===== config.mk =====
export PLATFORM = sky130hd
export DESIGN_NAME = sync_line_rx
export DESIGN_NICKNAME = d
export VERILOG_FILES = /design/src/rtl/sync_line_rx_pkg.sv /design/src/rtl/slr_input_sync.sv /design/src/rtl/slr_framer.sv /design/src/rtl/slr_status.sv /design/src/rtl/sync_line_rx.sv
export SDC_FILE = /design/constraint.sdc
export NUM_CORES = 1
export LEC_CHECK = 0
export BUFFER_PORTS_ARGS = -buffer_cell sky130_fd_sc_hd__buf_2
export CAP_MARGIN = 10
export CORE_AREA = 2 2 62 64
export DETAILED_ROUTE_END_ITERATION = 8
export DIE_AREA = 0 0 64 66
export GPL_TIMING_DRIVEN = 0
export PLACE_DENSITY = 0.94
export SETUP_SLACK_MARGIN = 0.3
export SYNTH_ARGS = -nofsm -noshare
export SYNTH_HDL_FRONTEND = slang
export SYNTH_SLANG_ARGS = --single-unit

===== constraint.sdc =====
create_clock -name clk -period 5 [get_ports clk]
set_input_delay 0.25 -clock clk [delete_from_list [all_inputs] [get_ports clk]]
set_output_delay 0.25 -clock clk [all_outputs]
set_load 0.02 [all_outputs]

===== src/rtl/sync_line_rx_pkg.sv =====
package sync_line_rx_pkg;
  parameter int DATA_W = 12;
  parameter int WORD_W = 16;
  parameter int CNT_W  = $clog2(DATA_W + 1);

  typedef enum logic [1:0] {ST_HUNT, ST_SYNC1, ST_FRAME} hunt_st_t;

  function automatic logic [CNT_W-1:0] char_len(input logic [1:0] sel);
    case (sel)
      2'b00:   char_len = CNT_W'(6);
      2'b01:   char_len = CNT_W'(8);
      default: char_len = CNT_W'(DATA_W);
    endcase
  endfunction
endpackage


===== src/rtl/slr_input_sync.sv =====
module slr_input_sync #(
  parameter int STAGES = 2
) (
  input  logic clk,
  input  logic rst,
  input  logic rx_clk,
  input  logic rx_data,
  input  logic carrier,
  output logic bit_tick,
  output logic bit_val,
  output logic carrier_s
);
  logic [STAGES:0]   clk_sh;
  logic [STAGES-1:0] dat_sh;
  logic [STAGES-1:0] car_sh;

  always_ff @(posedge clk) begin
    if (rst) begin
      clk_sh <= '0;
      dat_sh <= '0;
      car_sh <= '0;
    end else begin
      clk_sh <= {clk_sh[STAGES-1:0], rx_clk};
      dat_sh <= {dat_sh[STAGES-2:0], rx_data};
      car_sh <= {car_sh[STAGES-2:0], carrier};
    end
  end

  assign bit_tick  = clk_sh[STAGES-1] & ~clk_sh[STAGES];
  assign bit_val   = dat_sh[STAGES-1];
  assign carrier_s = car_sh[STAGES-1];
endmodule


===== src/rtl/slr_framer.sv =====
module slr_framer
  import sync_line_rx_pkg::*;
(
  input  logic              clk,
  input  logic              rst,
  input  logic              en,
  input  logic              bit_tick,
  input  logic              bit_val,
  input  logic [1:0]        len_sel,
  input  logic [DATA_W-1:0] sync_pat,
  input  logic              two_sync,
  output logic              char_done,
  output logic [DATA_W-1:0] char_val,
  output logic              in_sync
);
  hunt_st_t          state;
  logic [DATA_W-1:0] sr, sr_nx, win_nx, mask;
  logic [CNT_W-1:0]  cnt, len;
  logic              match, last, step;

  assign len    = char_len(len_sel);
  assign sr_nx  = {bit_val, sr[DATA_W-1:1]};
  assign win_nx = sr_nx >> (DATA_W - int'(len));
  assign mask   = {DATA_W{1'b1}} >> (DATA_W - int'(len));
  assign match  = (win_nx == (sync_pat & mask));
  assign last   = (cnt == len - 1'b1);
  assign step   = en & bit_tick;

  assign char_done = step & (state == ST_FRAME) & last;
  assign char_val  = win_nx;

  always_ff @(posedge clk) begin
    if (rst || !en) begin
      state   <= ST_HUNT;
      cnt     <= '0;
      sr      <= '0;
      in_sync <= 1'b0;
    end else if (step) begin
      sr <= sr_nx;
      case (state)
        ST_HUNT: begin
          cnt <= '0;
          if (match) begin
            state   <= two_sync ? ST_SYNC1 : ST_FRAME;
            in_sync <= ~two_sync;
          end
        end
        ST_SYNC1: begin
          if (last) begin
            cnt     <= '0;
            state   <= match ? ST_FRAME : ST_HUNT;
            in_sync <= match;
          end else begin
            cnt <= cnt + 1'b1;
          end
        end
        default: cnt <= last ? '0 : cnt + 1'b1;
      endcase
    end
  end


  hunt_on_disable_chk: assert property (@(posedge clk) disable iff (rst)
    !en |=> (state == ST_HUNT) && !in_sync && !char_done);

  second_sync_miss_chk: assert property (@(posedge clk) disable iff (rst)
    (state == ST_SYNC1) && step && last && !match |=> (state == ST_HUNT) && !in_sync);

  count_bound_chk: assert property (@(posedge clk) disable iff (rst)
    cnt < len);
endmodule


===== src/rtl/slr_status.sv =====
module slr_status
  import sync_line_rx_pkg::*;
(
  input  logic              clk,
  input  logic              rst,
  input  logic              en,
  input  logic              carrier_s,
  input  logic              char_done,
  input  logic [DATA_W-1:0] char_val,
  input  logic              rd_ack,
  output logic [WORD_W-1:0] rd_data,
  output logic              done,
  output logic              overrun,
  output logic              carrier_lost,
  output logic              irq
);
  logic [DATA_W-1:0] buf_q;
  logic              car_prev, car_fell;

  assign car_fell = car_prev & ~carrier_s;
  assign rd_data  = {{(WORD_W-DATA_W){1'b0}}, buf_q};

  always_ff @(posedge clk) begin
    if (rst) begin
      buf_q        <= '0;
      done         <= 1'b0;
      overrun      <= 1'b0;
      carrier_lost <= 1'b0;
      car_prev     <= 1'b0;
      irq          <= 1'b0;
    end else begin
      car_prev <= carrier_s;
      if (char_done) buf_q <= char_val;
      done         <= char_done | (done & ~rd_ack);
      overrun      <= (overrun & ~rd_ack) | (char_done & done & ~rd_ack);
      carrier_lost <= (carrier_lost & ~rd_ack) | (car_fell & en);
      irq          <= done | carrier_lost;
    end
  end


  overrun_set_chk: assert property (@(posedge clk) disable iff (rst)
    char_done && done && !rd_ack |=> overrun && (rd_data[DATA_W-1:0] == $past(char_val)));

  done_clear_chk: assert property (@(posedge clk) disable iff (rst)
    rd_ack && !char_done |=> !done);

  carrier_flag_chk: assert property (@(posedge clk) disable iff (rst)
    en && $fell(carrier_s) |=> carrier_lost);

  enable_gate_chk: assert property (@(posedge clk) disable iff (rst)
    char_done |-> en);
endmodule


===== src/rtl/sync_line_rx.sv =====
module sync_line_rx
  import sync_line_rx_pkg::*;
(
  input  logic              clk,
  input  logic              rst,
  input  logic              rx_clk,
  input  logic              rx_data,
  input  logic              carrier,
  input  logic              rx_en,
  input  logic [1:0]        len_sel,
  input  logic [DATA_W-1:0] sync_pat,
  input  logic              two_sync,
  input  logic              rd_ack,
  output logic [WORD_W-1:0] rd_data,
  output logic              done,
  output logic              overrun,
  output logic              carrier_lost,
  output logic              in_sync,
  output logic              irq
);
  logic              bit_tick, bit_val, carrier_s, char_done;
  logic [DATA_W-1:0] char_val;

  slr_input_sync #(.STAGES(2)) u_sync (
    .clk(clk), .rst(rst), .rx_clk(rx_clk), .rx_data(rx_data), .carrier(carrier),
    .bit_tick(bit_tick), .bit_val(bit_val), .carrier_s(carrier_s)
  );

  slr_framer u_framer (
    .clk(clk), .rst(rst), .en(rx_en), .bit_tick(bit_tick), .bit_val(bit_val),
    .len_sel(len_sel), .sync_pat(sync_pat), .two_sync(two_sync),
    .char_done(char_done), .char_val(char_val), .in_sync(in_sync)
  );

  slr_status u_status (
    .clk(clk), .rst(rst), .en(rx_en), .carrier_s(carrier_s),
    .char_done(char_done), .char_val(char_val), .rd_ack(rd_ack),
    .rd_data(rd_data), .done(done), .overrun(overrun),
    .carrier_lost(carrier_lost), .irq(irq)
  );
endmodule


# [Yosys cells after proc, flatten, opt, wreduce, memory -nomap -nowiden]
# Index checks and enable logic that the tools add are counted.
[totals] reg_bits=43 input_bits=22
[classes] muxes=11 bitwise=20 addsub=3 n_eq_ne=7 n_shift=2 reduce_logical=6
[op_table] cell="$shr 12x32->12" count=1
[op_table] cell="$shr 12x32->12 const A" count=1
[op_table] cell="$and 12x12->12" count=1
[op_table] cell="$eq 12x12->1" count=1
[op_table] cell="$and 1x1->1" count=11
[op_table] cell="$mux 2" count=4
[op_table] cell="$mux 4" count=2
[op_table] cell="$pmux 4 s2" count=1
[op_table] cell="$sub 4x4->5 const A" count=1
[op_table] cell="$add 4x1->4 const B" count=1
[op_table] cell="$eq 2x1->1 const B" count=2
[op_table] cell="$eq 4x4->1" count=1
[op_table] cell="$logic_not 2->1" count=2
[op_table] cell="$ne 2x1->1 const B" count=2
[op_table] cell="$not 1->1" count=4
[op_table] cell="$or 1x1->1" count=4
[op_table] cell="$pmux 2 s2" count=1
[op_table] cell="$reduce_and 4->1" count=1
[op_table] cell="$sub 4x1->4 const B" count=1
[op_table] cell="$eq 2x2->1 const B" count=1
[op_table] cell="$mux 1" count=2
[op_table] cell="$pmux 1 s2" count=1
[op_table] cell="$reduce_bool 2->1" count=1
[op_table] cell="$logic_not 1->1" count=1
[op_table] cell="$logic_or 1x1->1" count=1

# [Depth between registers and ports, before layout]
[depth] ltp_word=9 ltp_mapped=8

# [Hierarchy]
# Synthesis repeated with hierarchy kept, for this count alone.
[hier_totals] hier_cells=268 area_unflattened_um2=2347.3
[modules_own_cells] module="slr_framer" area_per_inst_um2=1514.0 instances=1 seq_area_each_um2=340.3 cells_per_inst=192
[modules_own_cells] module="slr_status" area_per_inst_um2=643.1 instances=1 seq_area_each_um2=340.3 cells_per_inst=61
[modules_own_cells] module="slr_input_sync" area_per_inst_um2=190.2 instances=1 seq_area_each_um2=140.1 cells_per_inst=15

# [Worst setup path before layout]
# OpenSTA, ideal clock, no wires.
[synth_timing] kind="reg2reg" from="register u_framer.sr[11]" to="register u_framer.state[0]" setup_ns=0.087 t_required_ns=4.913 arrival_ns=1.666 stages_incl_launch_ff=7 synth_period_minus_slack_ns=1.753 setup_slack_ns=3.247 path_cell_list="dfxtp_1 > buf_6 > xor2_1 > o41ai_2 > o21ai_1 > or4_1 > o31ai_1"
[synth_via] elab_chain_cells=4
[synth_lines] item="start: declaration" line_no="slr_framer.sv:17" text="logic [DATA_W-1:0] sr, sr_nx, win_nx, mask;"
[synth_lines] item="start signal: assignment" line_no="slr_framer.sv:39" text="sr <= sr_nx;"
[synth_lines] item="$shr 12x32->12" line_no="slr_framer.sv:23" text="assign win_nx = sr_nx >> (DATA_W - int'(len));"
[synth_lines] item="$eq 12x12->1" line_no="slr_framer.sv:25" text="assign match = (win_nx == (sync_pat & mask));"
[synth_lines] item="$ne 2x1->1 (no source line)"
[synth_lines] item="$reduce_and 4->1 (no source line)"
[synth_lines] item="end signal: assignment" line_no="slr_framer.sv:44" text="state <= two_sync ? ST_SYNC1 : ST_FRAME;"
[synth_lines] item="end signal: assignment" line_no="slr_framer.sv:51" text="state <= match ? ST_FRAME : ST_HUNT;"
[synth_lines] item="end: declaration" line_no="slr_framer.sv:16" text="hunt_st_t state;"
# Every way passes these cells.
# A chain may end at the register's enable or synchronous reset.

# [Final worst setup path]
[layout_timing] from="register u_framer.cnt[2]" to="register u_status.buf_q[7]"
[layout_via] elab_chain_cells=2
[layout_lines] item="start: declaration" line_no="slr_framer.sv:18" text="logic [CNT_W-1:0] cnt, len;"
[layout_lines] item="start signal: assignment" line_no="slr_framer.sv:54" text="cnt <= cnt + 1'b1;"
[layout_lines] item="start signal: assignment" line_no="slr_framer.sv:57" text="default: cnt <= last ? '0 : cnt + 1'b1;"
[layout_lines] item="$eq 4x4->1" line_no="slr_framer.sv:26" text="assign last = (cnt == len - 1'b1);"
[layout_lines] item="$and 1x1->1" line_no="slr_framer.sv:29" text="assign char_done = step & (state == ST_FRAME) & last;"
[layout_lines] item="end signal: assignment" line_no="slr_status.sv:33" text="if (char_done) buf_q <= char_val;"
[layout_lines] item="end: declaration" line_no="slr_status.sv:17" text="logic [DATA_W-1:0] buf_q;"
# Every way passes these cells.

==> tab_implementation.tex <==
\begin{tabular}{lr}
\hline
Metric & Value \\
\hline
\multicolumn{2}{l}{\textbf{Status}} \\
Run status & completed \\
\multicolumn{2}{l}{\textbf{Global route}} \\
GRT Max-Usage Layer & met2 \\
Number of antenna violations at the first check in global routing & 0 \\
Maximum number of pins on one net before global-route repair & 13 \\
Global-route congestion overflow total & 0 \\
Met2 capacity usage during global routing & 40.5\% \\
Total track usage & 23.9\% \\
Met1 Resource Use GR & 29.0\% \\
Met3 Use GR & 5.96\% \\
Global-route wire length before repair & 7870 um \\
Via count of the first global-routing pass & 1731 \\
\multicolumn{2}{l}{\textbf{Yosys}} \\
Portion of the post-synthesis area used by sequential elements & 41.1\% \\
Count of unique library cells instantiated by Yosys & 43 \\
Main combinational cell family by area after synthesis & simple AND/OR/NAND/NOR gates \\
Post-Synth Adder-Cell Area & less than 1\% \\
Main synth FF type & sky130\_fd\_sc\_hd\_\_dfxtp\_1 \\
Gate Count Post-Synth & 247 \\
Synth Warn \# & 0 \\
Share of synthesized area spent on multiplexers & 5.14\% \\
Async S/R FF share, synth & 0\% \\
Post-synthesis register bit count & a little over 40 \\
Mean Syn Cell Area & approximately 8.1 um\^{}2 \\
Simple-Gate Fraction of Synth Area & a little over a quarter \\
Number of flops mapped to enable cells by yosys & 0 \\
XOR/XNOR share of the synthesized area & 3.95\% \\
Compound-cell area share of the yosys netlist & between 10\% and 20\% \\
Syn Std Cell Area & 2000 um\^{}2 \\
\multicolumn{2}{l}{\textbf{Hold path}} \\
Hold endpoint & u\_status.overrun\$\_SDFF\_PP0\_ \\
Hold Path Class & primary input to flop \\
Start point of the worst min-delay path & rd\_ack \\
Number of cells on the worst hold path & 2 \\
\multicolumn{2}{l}{\textbf{Worst setup path}} \\
Kind of critical path & flop to flop \\
Cell depth of the worst flop-to-flop path & 6 \\
Reg-to-reg critical path endpoint & u\_status.buf\_q[7]\$\_SDFFE\_PP0P\_ \\
Data required time at the worst endpoint & around 5.2 ns \\
Worst Setup Start Kind & flop \\
Crit-path cells & inv\_1 -> o41ai\_2 -> nand4\_1 -> clkbuf\_1 -> a211oi\_1 -> nor3\_1 \\
Crit end category & flop \\
R2r setup slk & between 2 and 3 ns \\
Reg2reg start & u\_framer.cnt[2]\$\_SDFFE\_PP0P\_ \\
Highest cell delay on the worst timing path & approximately 0.56 ns \\
Arrival time at the worst endpoint & 2.31 ns \\
CP max FO & 10 \\
Max stage delay cell, worst path & sky130\_fd\_sc\_hd\_\_o41ai\_2 \\
\multicolumn{2}{l}{\textbf{STA}} \\
Total count of hold-check failures in the final report & 0 \\
Layout Skew & 0.00938 ns \\
Maximum operating frequency & 481 MHz \\
Smallest setup slack after layout & between 2 and 3 ns \\
Shortest clock period the worst path allows after layout & 2.08 ns \\
Hold slack & 0.0698 ns \\
Unrepaired setup endpoints after global routing & no \\
Normalized max-slew margin & 63.6\% \\
Final period utilization & 41.6\% \\
Number of setup violations in the final report & 0 \\
Sum Neg Setup Slack & 0 ns \\
Pin slew with the least headroom to its limit & approximately 0.54 ns \\
Slew Viols, Final & 0 \\
\multicolumn{2}{l}{\textbf{CTS}} \\
CTS tree & built \\
Resized cells post-CTS & 0 \\
Number of buffers on the longest clock path & 2 \\
Clock Pin Slew Worst Setup and Hold Paths & 0.12 ns \\
Clock tree sinks & 41 \\
Number of levels in the clock H-tree & 2 \\
Clock buffers created by TritonCTS & 5 \\
Post-CTS Setup Repair Bufs & 0 \\
Post-CTS Hold Fix Bufs & 0 \\
Worst skew pair latency & 0.35 ns \\
Master cell of the clock root buffer & sky130\_fd\_sc\_hd\_\_clkbuf\_4 \\
\multicolumn{2}{l}{\textbf{Placed design}} \\
Place WS & 2.97 ns \\
IO Port Bufs & 37 \\
Post-detail-place hpwl & 3570 um \\
Placed cells & roughly 340 \\
Area after detailed placement & 2250 um\^{}2 \\
GP Congestion & between 0.9 and 1 \\
\multicolumn{2}{l}{\textbf{Drt}} \\
Wire length reported by the detailed router & 4650 um \\
Average wire length per cell after detail routing & 13.6 um \\
DRT iter0 DRCs & 128 \\
Antenna-violating nets left & 0 \\
Average vias per placed instance & 5.58 \\
Via count & 1908 \\
Detailed-router iteration count before antenna repair & 5 \\
DRC viols & 0 \\
\multicolumn{2}{l}{\textbf{Finish}} \\
Layout cells sized above 1 & 20.7\% \\
Share of the core filled with cells & 65.5\% \\
Number of antenna diodes & 0 \\
Synth-to-Final Area Change & 16.5\% \\
Nets & 317 \\
Number of standard cells in the final layout excluding fillers & 342 \\
Final Cell Area & 2320 um\^{}2 \\
\multicolumn{2}{l}{\textbf{Job}} \\
Maximum Capacitance Violations & 0 \\
\multicolumn{2}{l}{\textbf{Power}} \\
Overall power after layout & a little under 0.6 mW \\
Leakage power figure & $\sim$0.94 nW \\
Pwr per Cell Area & 253 nW/um\^{}2 \\
Peak supply drop & 0.198 mV \\
\multicolumn{2}{l}{\textbf{Floorplan}} \\
Initial Utilization & 56.2\% \\
IO Pins & 43 \\
Std-Cell Rows & 22 \\
Standard cell core area & 3550 um\^{}2 \\
X dimension of the die & 64 um \\
Die Y & 66 um \\
Area of the die & roughly 4200 um\^{}2 \\
\hline
\end{tabular}
==> worst max-delay path: cells and delay by family (launching register included) <==
family | cells | cell delay, ns
and+or+nand+nor | 2 | 0.33
AOI/OAI and AO/OA | 2 | 0.85
buffers and inverters | 2 | 0.39
DFF | 1 | 0.40
==> worst max-delay path by stage <==
stage,start,to
2_1_floorplan,u_framer.sr[11]$_SDFFE_PP0P_,u_framer.state[0]$_SDFFE_PP0P_
3_3_place_gp,len_sel[0],u_framer.state[1]$_SDFFE_PP0P_
3_5_place_dp,len_sel[0],u_framer.state[1]$_SDFFE_PP0P_
4_1_cts,u_framer.cnt[2]$_SDFFE_PP0P_,u_status.buf_q[7]$_SDFFE_PP0P_
5_1_grt,u_framer.cnt[2]$_SDFFE_PP0P_,u_status.buf_q[9]$_SDFFE_PP0P_
6_report,u_framer.cnt[2]$_SDFFE_PP0P_,u_status.buf_q[7]$_SDFFE_PP0P_
==> layout by cell type (no fill, tap or decap), types with 4 or more instances in the layout <==
| cell type | synthesis | layout |
|---|---|---|
| sky130_fd_sc_hd__nand2_1 | 46 | 46 |
| sky130_fd_sc_hd__dfxtp_1 | 41 | 41 |
| sky130_fd_sc_hd__buf_2 | 2 | 39 |
| sky130_fd_sc_hd__a21oi_1 | 26 | 26 |
| sky130_fd_sc_hd__nor2b_1 | 15 | 15 |
| sky130_fd_sc_hd__nor2_1 | 12 | 12 |
| sky130_fd_sc_hd__nand3_1 | 11 | 11 |
| sky130_fd_sc_hd__inv_1 | 9 | 9 |
| sky130_fd_sc_hd__mux2i_1 | 8 | 8 |
| sky130_fd_sc_hd__clkbuf_1 | 8 | 8 |
| sky130_fd_sc_hd__o21ai_0 | 7 | 7 |
| sky130_fd_sc_hd__xor2_1 | 7 | 7 |
| sky130_fd_sc_hd__buf_4 | 5 | 5 |
| sky130_fd_sc_hd__nand2b_1 | 5 | 5 |
| sky130_fd_sc_hd__clkbuf_4 | 0 | 5 |
| sky130_fd_sc_hd__nor3_1 | 4 | 4 |
| sky130_fd_sc_hd__conb_1 | 1 | 4 |
==> layer usage <==
layer,part of all wire (%),up-vias
met5,0,-
met4,2.5,0
met3,9.0,18
met2,47,100
met1,41,870
li1,-,920
==> where the power goes <==
group,switching (mW),internal (mW),total (mW)
Sequential,0.00173,0.329,0.331
Combinational,0.0297,0.0217,0.0514
Clock,0.103,0.102,0.205
Total,0.134,0.453,0.587
==> state kept, by name, indices dropped and copies added (netlist names), 2 cells and up <==
register	flops
u_framer.sr	11
u_sync.clk_sh	3
u_sync.car_sh	2
u_status.buf_q	12
u_framer.state	2
u_framer.cnt	4
u_sync.dat_sh	2
==> Yosys cell counts (all sizes together), types with 5 or more instances <==
| cell type | number | area [um^2] |
|---|---|---|
| nand2 | 46 | 173 |
| dfxtp | 41 | 821 |
| a21oi | 26 | 130 |
| nor2b | 16 | 108 |
| nor2 | 12 | 45.0 |
| nand3 | 11 | 55.1 |
| clkbuf | 10 | 40.0 |
| buf | 9 | 70.1 |
| inv | 9 | 33.8 |
| mux2i | 8 | 80.1 |
| o21ai | 8 | 40.0 |
| xor2 | 7 | 61.3 |
| nand2b | 5 | 31.3 |
==> layout make-up <==
type / instances / area (um^2)
well taps: 48 / 60.1
clock inverters: 2 / 35.0
multi-input cells: 181 / 1040
fillers: 314 / 1230
flip-flops and latches: 41 / 821
inverters: 9 / 33.8
plain buffers: 19 / 110
clock buffers: 5 / 37.5
repair buffers: 37 / 185
==> cells by family (layout without fill, tap and decap cells) <==
family / after synthesis / count (layout)
AO/OA/AOI/OAI: 49 / 49
XOR/XNOR: 9 / 9
adder cells (fa/ha/maj): 1 / 1
buffers and inverters: 28 / 72
flip-flops: 41 / 41
multiplexers: 10 / 10
other: 1 / 4
AND/OR/NAND/NOR: 108 / 108
Note: power is estimated with default switching activity, not from simulation.
